==> src/rtl/sio_flag_pkg.sv <==
package sio_flag_pkg;

  typedef enum logic [1:0] {
    TRIG_ONE  = 2'd0,
    TRIG_FOUR = 2'd1,
    TRIG_EIGHT = 2'd2,
    TRIG_FOURTEEN = 2'd3
  } trig_sel_e;

  // Control word, LSB is the last member
  typedef struct packed {
    logic      brk_wr;
    logic      clr_err;
    trig_sel_e trig;
    logic      fifo_en;
    logic      idle_ie;
    logic      brk_ie;
    logic      tx_ie;
    logic      rx_ie;
  } ctl_word_t;

  localparam int CTL_W  = $bits(ctl_word_t);
  localparam int KEEP_W = 7;   // bits held in the control register

  // Flag cell indices
  localparam int F_OVR   = 0;
  localparam int F_FER   = 1;
  localparam int F_PER   = 2;
  localparam int F_BRK   = 3;
  localparam int F_TXE   = 4;
  localparam int F_TIDLE = 5;
  localparam int F_RIDLE = 6;
  localparam int NFLAG   = 7;

  function automatic int unsigned trig_level(trig_sel_e s);
    case (s)
      TRIG_ONE:   return 1;
      TRIG_FOUR:  return 4;
      TRIG_EIGHT: return 8;
      default:    return 14;
    endcase
  endfunction

endpackage

==> src/rtl/sio_flag_cell.sv <==
module sio_flag_cell #(
  parameter logic RST_VAL = 1'b0
) (
  input  logic clk,
  input  logic rst_n,
  input  logic set_i,
  input  logic clr_i,
  output logic q_o
);

  logic q_d, q_q;

  // set has priority so no event is lost
  always_comb begin
    q_d = q_q;
    if (clr_i) q_d = 1'b0;
    if (set_i) q_d = 1'b1;
  end

  always_ff @(posedge clk or negedge rst_n) begin
    if (!rst_n) q_q <= RST_VAL;
    else        q_q <= q_d;
  end

  assign q_o = q_q;

  assert_set_wins_R9: assert property (@(posedge clk) disable iff (!rst_n)
    set_i |=> q_o);

  assert_clear_takes_R9: assert property (@(posedge clk) disable iff (!rst_n)
    (clr_i && !set_i) |=> !q_o);

  assert_hold_R9: assert property (@(posedge clk) disable iff (!rst_n)
    (!clr_i && !set_i) |=> $stable(q_o));

endmodule

==> src/rtl/sio_rx_level.sv <==
module sio_rx_level
  import sio_flag_pkg::*;
#(
  parameter int DEPTH = 16,
  localparam int W = $clog2(DEPTH + 1)
) (
  input  logic      clk,
  input  logic      rst_n,
  input  logic      push_i,
  input  logic      pop_i,
  input  logic      flush_i,
  input  logic      cap_en_i,    // FIFO enable in force this cycle
  input  logic      thr_en_i,    // FIFO enable after this cycle
  input  trig_sel_e thr_sel_i,   // trigger select after this cycle
  output logic [W-1:0] lvl_o,
  output logic      rdy_o,
  output logic      drop_o
);

  logic [W-1:0] lvl_q, lvl_d, cap, thr;
  logic         full, take, give, rdy_d, rdy_q;

  always_comb begin
    cap    = cap_en_i ? W'(DEPTH) : W'(1);
    full   = (lvl_q == cap);
    give   = pop_i && (lvl_q != '0);
    take   = push_i && (!full || pop_i);
    drop_o = push_i && full && !pop_i;
    thr    = thr_en_i ? W'(trig_level(thr_sel_i)) : W'(1);
    if (flush_i) begin
      lvl_d = '0;
    end else begin
      case ({take, give})
        2'b10:   lvl_d = lvl_q + W'(1);
        2'b01:   lvl_d = lvl_q - W'(1);
        default: lvl_d = lvl_q;
      endcase
    end
    rdy_d = (lvl_d >= thr);
  end

  always_ff @(posedge clk or negedge rst_n) begin
    if (!rst_n) begin
      lvl_q <= '0;
      rdy_q <= 1'b0;
    end else begin
      lvl_q <= lvl_d;
      rdy_q <= rdy_d;
    end
  end

  assign lvl_o = lvl_q;
  assign rdy_o = rdy_q;

  assert_no_overflow_R3: assert property (@(posedge clk) disable iff (!rst_n)
    (lvl_q <= W'(DEPTH)) && (cap_en_i || lvl_q <= W'(1)));

  assert_drop_keeps_level_R3: assert property (@(posedge clk) disable iff (!rst_n)
    (drop_o && !flush_i) |=> (lvl_q == $past(lvl_q)));

  assert_flush_empties_R11: assert property (@(posedge clk) disable iff (!rst_n)
    flush_i |=> (lvl_q == '0));

endmodule

==> src/rtl/sio_irq_gen.sv <==
module sio_irq_gen (
  input  logic clk,
  input  logic rst_n,
  input  logic rx_ie_i,
  input  logic tx_ie_i,
  input  logic brk_ie_i,
  input  logic idle_ie_i,
  input  logic rdy_i,
  input  logic ovr_i,
  input  logic fer_i,
  input  logic per_i,
  input  logic brk_i,
  input  logic txe_i,
  input  logic tidle_i,
  input  logic ridle_i,
  output logic rx_irq_o,
  output logic tx_irq_o
);

  logic rx_d, tx_d, rx_q, tx_q;

  always_comb begin
    rx_d = (rx_ie_i && (rdy_i || ovr_i || fer_i || per_i))
         || (brk_ie_i && brk_i)
         || (idle_ie_i && (tidle_i || ridle_i));
    tx_d = tx_ie_i && txe_i;
  end

  always_ff @(posedge clk or negedge rst_n) begin
    if (!rst_n) begin
      rx_q <= 1'b0;
      tx_q <= 1'b0;
    end else begin
      rx_q <= rx_d;
      tx_q <= tx_d;
    end
  end

  assign rx_irq_o = rx_q;
  assign tx_irq_o = tx_q;

  assert_tx_irq_gated_R7: assert property (@(posedge clk) disable iff (!rst_n)
    tx_irq_o |-> $past(tx_ie_i));

  assert_rx_irq_gated_R10: assert property (@(posedge clk) disable iff (!rst_n)
    rx_irq_o |-> $past(rx_ie_i || brk_ie_i || idle_ie_i));

endmodule

==> src/rtl/sio_flag_ctrl.sv <==
module sio_flag_ctrl
  import sio_flag_pkg::*;
#(
  parameter int FIFO_DEPTH = 16
) (
  input  logic       clk,
  input  logic       rst_n,
  input  logic       rx_done_i,
  input  logic       rx_frame_err_i,
  input  logic       rx_par_err_i,
  input  logic       rx_brk_i,
  input  logic       tx_load_i,
  input  logic       rx_idle_i,
  input  logic       tx_idle_i,
  input  logic       rd_rxd_i,
  input  logic       wr_txd_i,
  input  logic       wr_ctl_i,
  input  logic [8:0] wr_data_i,
  output logic       rx_irq_o,
  output logic       tx_irq_o,
  output logic       rdy_o,
  output logic       ovr_o,
  output logic       fer_o,
  output logic       per_o,
  output logic       brk_o,
  output logic       txe_o,
  output logic       tx_idle_o,
  output logic       rx_idle_o,
  output logic [8:0] ctl_rd_o,
  output logic [$clog2(FIFO_DEPTH+1)-1:0] lvl_o
);

  localparam logic [NFLAG-1:0] FLAG_RST = NFLAG'(1) << F_TXE;

  logic [KEEP_W-1:0] ctl_q, ctl_d;
  ctl_word_t         wf, cur, nxt;
  logic              flush, clr_err, brk_clr, drop;
  logic [NFLAG-1:0]  f_set, f_clr, f_q;

  // control register: next state
  always_comb begin
    wf    = ctl_word_t'(wr_data_i);
    ctl_d = wr_ctl_i ? wr_data_i[KEEP_W-1:0] : ctl_q;
    cur   = ctl_word_t'({{(CTL_W-KEEP_W){1'b0}}, ctl_q});
    nxt   = ctl_word_t'({{(CTL_W-KEEP_W){1'b0}}, ctl_d});
  end

  always_ff @(posedge clk or negedge rst_n) begin
    if (!rst_n)        ctl_q <= '0;
    else if (wr_ctl_i) ctl_q <= ctl_d;
  end

  // write-derived actions
  always_comb begin
    flush   = wr_ctl_i && (wf.fifo_en != cur.fifo_en);
    clr_err = wr_ctl_i && wf.clr_err;
    brk_clr = wr_ctl_i && !wf.brk_wr;
  end

  sio_rx_level #(.DEPTH(FIFO_DEPTH)) i_level (
    .clk       (clk),
    .rst_n     (rst_n),
    .push_i    (rx_done_i),
    .pop_i     (rd_rxd_i),
    .flush_i   (flush),
    .cap_en_i  (cur.fifo_en),
    .thr_en_i  (nxt.fifo_en),
    .thr_sel_i (nxt.trig),
    .lvl_o     (lvl_o),
    .rdy_o     (rdy_o),
    .drop_o    (drop)
  );

  // flag events
  always_comb begin
    f_set          = '0;
    f_clr          = '0;
    f_set[F_OVR]   = drop;
    f_set[F_FER]   = rx_frame_err_i;
    f_set[F_PER]   = rx_par_err_i;
    f_set[F_BRK]   = rx_brk_i;
    f_set[F_TXE]   = tx_load_i;
    f_set[F_TIDLE] = tx_idle_i;
    f_set[F_RIDLE] = rx_idle_i;
    f_clr[F_OVR]   = clr_err;
    f_clr[F_FER]   = clr_err;
    f_clr[F_PER]   = clr_err;
    f_clr[F_BRK]   = brk_clr;
    f_clr[F_TXE]   = wr_txd_i;
    f_clr[F_TIDLE] = tx_load_i;
    f_clr[F_RIDLE] = rx_done_i;
  end

  for (genvar g = 0; g < NFLAG; g++) begin : g_flag
    sio_flag_cell #(.RST_VAL(FLAG_RST[g])) i_cell (
      .clk   (clk),
      .rst_n (rst_n),
      .set_i (f_set[g]),
      .clr_i (f_clr[g]),
      .q_o   (f_q[g])
    );
  end

  assign ovr_o     = f_q[F_OVR];
  assign fer_o     = f_q[F_FER];
  assign per_o     = f_q[F_PER];
  assign brk_o     = f_q[F_BRK];
  assign txe_o     = f_q[F_TXE];
  assign tx_idle_o = f_q[F_TIDLE];
  assign rx_idle_o = f_q[F_RIDLE];

  sio_irq_gen i_irq (
    .clk       (clk),
    .rst_n     (rst_n),
    .rx_ie_i   (cur.rx_ie),
    .tx_ie_i   (cur.tx_ie),
    .brk_ie_i  (cur.brk_ie),
    .idle_ie_i (cur.idle_ie),
    .rdy_i     (rdy_o),
    .ovr_i     (ovr_o),
    .fer_i     (fer_o),
    .per_i     (per_o),
    .brk_i     (brk_o),
    .txe_i     (txe_o),
    .tidle_i   (tx_idle_o),
    .ridle_i   (rx_idle_o),
    .rx_irq_o  (rx_irq_o),
    .tx_irq_o  (tx_irq_o)
  );

  // read-back: action bit 7 reads 0, bit 8 shows the break flag
  assign ctl_rd_o = {brk_o, 1'b0, ctl_q};

  assert_rx_irq_cause_R10: assert property (@(posedge clk) disable iff (!rst_n)
    rx_irq_o |-> $past(rdy_o || ovr_o || fer_o || per_o || brk_o || tx_idle_o || rx_idle_o));

  assert_tx_irq_follows_R7: assert property (@(posedge clk) disable iff (!rst_n)
    tx_irq_o |-> $past(txe_o));

  assert_err_clear_R4: assert property (@(posedge clk) disable iff (!rst_n)
    (wr_ctl_i && wr_data_i[7] && !rx_frame_err_i && !rx_par_err_i) |=> (!fer_o && !per_o));

  assert_txe_clear_R7: assert property (@(posedge clk) disable iff (!rst_n)
    (wr_txd_i && !tx_load_i) |=> !txe_o);

  assert_brk_write_one_R6: assert property (@(posedge clk) disable iff (!rst_n)
    (brk_o && wr_ctl_i && wr_data_i[8]) |=> brk_o);

  assert_ready_after_byte_R2: assert property (@(posedge clk) disable iff (!rst_n)
    (rx_done_i && !cur.fifo_en && !wr_ctl_i && !rd_rxd_i) |=> rdy_o);

endmodule

==> config.mk <==
export PLATFORM = sky130hd
export DESIGN_NAME = sio_flag_ctrl
export DESIGN_NICKNAME = d
export VERILOG_FILES = /design/src/rtl/sio_flag_pkg.sv /design/src/rtl/sio_flag_cell.sv /design/src/rtl/sio_rx_level.sv /design/src/rtl/sio_irq_gen.sv /design/src/rtl/sio_flag_ctrl.sv
export SDC_FILE = /design/constraint.sdc
export NUM_CORES = 1
export LEC_CHECK = 0
export ABC_AREA = 1
export BUFFER_PORTS_ARGS = -buffer_cell sky130_fd_sc_hd__buf_2
export CAP_MARGIN = 20
export CORE_ASPECT_RATIO = 1.2
export CORE_UTILIZATION = 45
export DETAILED_ROUTE_END_ITERATION = 8
export GPL_ROUTABILITY_DRIVEN = 0
export PLACE_DENSITY = 0.73
export SLEW_MARGIN = 25
export SYNTH_ARGS = -nofsm -noshare
export SYNTH_HDL_FRONTEND = slang
export SYNTH_HIERARCHICAL = 1
export SYNTH_SLANG_ARGS = --single-unit
export TNS_END_PERCENT = 10
==> constraint.sdc <==
create_clock -name clk -period 3.2 [get_ports clk]
set_clock_uncertainty 0.15 [all_clocks]
set_input_delay 0.32 -clock clk [delete_from_list [all_inputs] [get_ports clk]]
set_output_delay 0.32 -clock clk [all_outputs]
set_load 0.01 [all_outputs]
# Yosys cells after proc, flatten, opt, wreduce, memory -nomap -nowiden
# Cells that the tools add are included.
# Widths: inputs -> output; s select.
[totals]
ff_bits = 22
word_cells = 69
[op_classes]
muxes = 18
n_addsub = 2
reduce_logical = 30
eq_ne = 6
n_lt_le_gt_ge = 1
[ops]
columns = ["operator", "n"]
rows = [
  ["$reduce_bool 2->1", 7],
  ["$mux 1", 12],
  ["$pmux 4 s3", 1],
  ["$logic_and 1x1->1", 11],
  ["$mux 5", 2],
  ["$pmux 5 s2", 1],
  ["$logic_or 1x1->1", 7],
  ["$mux 7", 1],
  ["$add 5x1->5 const B", 1],
  ["$eq 5x5->1", 1],
  ["$ge 5x5->1", 1],
  ["$reduce_bool 5->1", 1],
  ["$sub 5x1->5 const B", 1],
  ["$eq 2x1->1 const B", 2],
  ["$eq 2x2->1 const B", 2],
  ["$mux 4", 1],
  ["$logic_not 1->1", 3],
  ["$logic_not 2->1", 1],
  ["$ne 1x1->1", 1],
]

# Depth between registers and ports, before layout
[logic_depth]
ltp_word = 9
mapped_depth = 19

# By module
# Netlist, hierarchy kept.
[by_module_without_submodules]
columns = ["module", "area_each_um2", "cells_each", "seq_area_each_um2", "n_inst"]
rows = [
  ["sio_rx_level", 589.3, 88, 150.1, 1],
  ["sio_flag_ctrl", 345.3, 43, 175.2, 1],
  ["sio_flag_cell at g_flag[0].i_cell ...", 40.0, 5, 25.0, 6],
  ["sio_irq_gen", 98.8, 15, 50.0, 1],
  ["sio_flag_cell at g_flag[4].i_cell", 41.3, 5, 26.3, 1],
]

# Worst setup path before layout
# Ideal clock, no wire load.
[synth_timing]
path_kind = "register to register"
start = "register i_level.lvl_q[2] (netlist: i_level/lvl_o[2])"
end = "register i_level.rdy_q (netlist: i_level/rdy_o)"
synth_period_minus_slack_ns = 2.689
stages_incl_launch_ff = 19
path_buffers = 0
slack_ns = 0.511
arrival_ns = 2.420
setup_time_ns = 0.119
path_cell_list = "dfrtp_1 -> inv_1 -> nand3_1 -> o31ai_1 -> inv_1 -> ha_1 -> inv_2 -> nand2_1 -> nand2_1 -> ha_1 -> inv_1 -> nand2_1 -> xnor2_1 -> a21oi_1 -> ha_1 -> nand2_1 -> o211ai_1 -> a21oi_1 -> nand2_1"
[synth_between]
elab_chain_len = 8
[synth_lines]
columns = ["element", "line_no", "source"]
rows = [
  ["from (decl)", "sio_rx_level.sv:20", "logic [W-1:0] lvl_q, lvl_d, cap, thr;"],
  ["from (signal assigned)", "sio_rx_level.sv:47", "lvl_q <= lvl_d;"],
  ["$eq 5x5->1", "sio_rx_level.sv:25", "full = (lvl_q == cap);"],
  ["$logic_not 1->1", "sio_rx_level.sv:27", "take = push_i && (!full || pop_i);"],
  ["$logic_or 1x1->1", "sio_rx_level.sv:27", ""],
  ["$logic_and 1x1->1", "sio_rx_level.sv:27", ""],
  ["$eq 2x1->1 or $eq 2x2->1 (tied branches)", "sio_rx_level.sv:33", "case ({take, give})"],
  ["$pmux 5 s2 *", "sio_rx_level.sv:33", ""],
  ["$mux 5 *", "sio_rx_level.sv:30", "if (flush_i) begin"],
  ["net i_level.lvl_d[2]", "sio_rx_level.sv:20", ""],
  ["$ge 5x5->1 *", "sio_rx_level.sv:39", "rdy_d = (lvl_d >= thr);"],
  ["net i_level.rdy_d", "sio_rx_level.sv:21", "logic full, take, give, rdy_d, rdy_q;"],
  ["to (signal assigned)", "sio_rx_level.sv:48", "rdy_q <= rdy_d;"],
  ["to (decl)", "sio_rx_level.sv:21", ""],
]
# The timed path passes the listed nets; every way through them passes the cells marked *.
# A chain may end at the register's enable or synchronous reset.

# Final worst setup path
# Same ends and word-level chain as after synthesis.

==> flow_metrics.env <==
export IMPL_status="complete, no violations"
export IMPL_r2r_slack_ns=0.31
export IMPL_worst_ep_arrival_time_ns=2.93
export IMPL_track_usage_pct=17.0
export IMPL_final_max_slew_violation_count=0
export IMPL_rows=21
export IMPL_cp_common_cell="nand2_1"
export IMPL_yosys_register_bits=22
export IMPL_drtPass1Iterations=4
export IMPL_totalWireLength_um=2490
export IMPL_clkTransAtPathRegs_ns=0.12
export IMPL_hp_start="rx_frame_err_i"
export IMPL_crit_fanout=5
export IMPL_grt_pass1_wl_um=4020
export IMPL_synth_area_per_cell_um2=7.27
export IMPL_synth_cell_area_um2=1320
export IMPL_crit_type="flop to flop"
export IMPL_root_buffer="clkbuf_4"
export IMPL_hold_violations=0
export IMPL_holdPathStages=3
export IMPL_power_density_nw_per_um2=644
export IMPL_synth_edff_count=0
export IMPL_max_freq_mhz=346
export IMPL_yosysTopAreaCell="dfrtp_1"
export IMPL_seq_area_um2=553
export IMPL_clock_sinks=22
export IMPL_drc=0
export IMPL_timing_rr_start="i_level/lvl_o[2]"
export IMPL_cp_cell_sequence="inv_1 > nand3_1 > nor2_1 > nand3_1 > nand2_1 > ha_1 > inv_2 > nand2_1 > nand2_1 > ha_1 > inv_1 > nand2_1 > xnor2_1 > a21oi_1 > ha_1 > nand2_1 > o211ai_1 > a21oi_1 > nand2_1"
export IMPL_wl_per_cell_um=9.57
export IMPL_synthesis_nets=209
export IMPL_cp_end_kind="flop"
export IMPL_dp_hpwl_um=2030
export IMPL_timing_final_crit_share_pct=90.2
export IMPL_netlist_area_leader_share_pct=40.0
export IMPL_maxCapViolations=0
export IMPL_fin_cells=260
export IMPL_finalSetupViolations=0
export IMPL_async_flop_share_pct=100
export IMPL_core_region_area_um2=2790
export IMPL_dieWidth_um=51.3
export IMPL_yosysUniqueCellTypes=25
export IMPL_nNetsFinal=255
export IMPL_cp_start_kind="flop"
export IMPL_fin_crit_ns=2.89
export IMPL_max_vdd_ir_drop_uv=356
export IMPL_synth_area_leaders="dfrtp_1, nand2_1, inv_1"
export IMPL_regToRegEndpoint="i_level/rdy_o"
export IMPL_multi_input_area_um2=591
export IMPL_dieArea_um2=3140
export IMPL_cts_tree="done"
export IMPL_detailroute_via_count=1174
export IMPL_reg2regPathDepth=19
export IMPL_dp_cells=255
export IMPL_diodes=0
export IMPL_synth_commonest_cells="nand2_1, inv_1, dfrtp_1"
export IMPL_rsz0062_at_grt="no"
export IMPL_cts_max_level=1
export IMPL_viasPerCell=4.52
export IMPL_grt_remaining_overflow=0
export IMPL_synthFlopType="dfrtp_1"
export IMPL_drive_gt1_share_pct=26.5
export IMPL_cts_buffers=3
export IMPL_crit_required_ns=3.24
export IMPL_clk_latency_ns=0.29
export IMPL_yosysMostFrequentCell="nand2_1"
export IMPL_start_util_pct=47.2
export IMPL_grt_antenna_before_repair=0
export IMPL_areaGrowthSynthToFinish_pct=21.2
export IMPL_boundaryPins=45
export IMPL_min_to="g_flag[1].i_cell/q_o"
export IMPL_slowest_stage="dfrtp_1"
export IMPL_setup_tns_ns=0
export IMPL_p_leak_nw=0.964
export IMPL_ys_warn_count=6
export IMPL_critPathMaxStageDelay_ns=0.45
export IMPL_die_h_um=61.2
export IMPL_drtIter0Drc=23
export IMPL_synthCells=181
export IMPL_n_fill_cell=296
export IMPL_numPortBuffers=43
export IMPL_grt_pass1_vias=972
export IMPL_ys_seq_area_share_pct=42.0
export IMPL_grt_max_degree=23
export IMPL_cts_buffer_depth=2
export IMPL_ant_nets=0
export IMPL_hold_path_class="input port to flop"
==> layer usage <==
metal	vias up	part of all wire [%]	GRT usage, %
li1	628	-	-
met1	520	46	21.9
met2	24	49	29.5
met3	2	3.7	3.21
met4	0	0.76	4.63
met5	-	0	0
==> where the power goes <==
part	total [mW]	internal [mW]	switching, mW
registers	0.398	0.337	0.0612
clock network	0.146	0.0693	0.0768
logic	0.482	0.197	0.286
total	1.03	0.603	0.423
==> how the worst max path moves through the flow <==
stage / depth (start not counted) / end / slack, ns / start
3_3_place_gp: 18 / i_level/rdy_o / 0.39 / i_level/lvl_o[0]
2_1_floorplan: 18 / i_level/rdy_o / 0.51 / i_level/lvl_o[2]
6_report: 19 / i_level/rdy_o / 0.31 / i_level/lvl_o[2]
3_5_place_dp: 18 / i_level/rdy_o / 0.32 / i_level/lvl_o[2]
4_1_cts: 18 / i_level/rdy_o / 0.29 / i_level/lvl_o[2]
5_1_grt: 19 / i_level/rdy_o / 0.04 / i_level/lvl_o[2]
==> registers in the layout, summed over array words and instances, names as in the netlist <==
signal             cells
ctl_q                  7
g_flag.i_cell/q_o      7
i_irq/rx_irq_o         1
i_irq/tx_irq_o         1
i_level/lvl_o          5
i_level/rdy_o          1
==> timing repair <==
item / in CTS / in global routing
setup endpoints to repair: 0 / 1
endpoints found under the hold margin: 21 / 0
resized for setup: 0 / 1
setup buffers: 0 / 0
hold buffers: 1 / 0
==> through the flow <==
stage	total power, mW	hold slack, ns	setup WS (ns)	utilization, %	cell area (µm²)
final	1.03	0.0466	0.312	57.2	1590
after global routing	1.13	0.0349	0.0390	57.2	1590
after CTS	1.04	0.0352	0.288	57.2	1590
after detailed placement	0.889	0.162	0.320	55.5	1550
after global placement	0.882	0.161	0.386	55.5	1550
after floorplan	0.746	-0.126	0.511	-	1320
==> layout by cell type, fill, tap and decap left out, drive strengths merged, types with 4 or more instances in the layout <==
cell type	count
nand2	71
buf	43
inv	37
dfrtp	21
nor2	15
nand3	8
ha	7
o21ai	6
a21oi	6
clkbuf	4
==> critical path: cells and delay by family, from the launching register on <==
| kind | cells | cell delay [ns] |
|---|---|---|
| adders and majority gates | 3 | 0.75 |
| DFF | 1 | 0.45 |
| buffers and inverters | 3 | 0.25 |
| xor gates and xnor gates | 1 | 0.16 |
| AOI/OAI and AO/OA | 3 | 0.31 |
| and+or+nand+nor | 9 | 0.72 |
==> layout make-up <==
| type | count | area share [%] |
|---|---|---|
| Multi-Input combinational cell | 119 | 37.0 |
| Sequential cell | 22 | 34.7 |
| Timing Repair Buffer | 44 | 14.1 |
| Inverter | 37 | 9.18 |
| Tap cell | 34 | 2.67 |
| Clock buffer | 4 | 2.28 |
==> cells by family after synthesis <==
| kind of cell | Yosys count | share of synthesized area [%] |
|---|---|---|
| simple gates | 95 | 30.1 |
| flops | 22 | 42.0 |
| fa+ha+maj | 7 | 6.66 |
| other cells | 1 | 0.285 |
| xor+xnor | 2 | 1.33 |
| compound gates | 14 | 6.56 |
| buf+inv | 40 | 13.1 |
No activity file was read; power rests on OpenSTA's default activity.
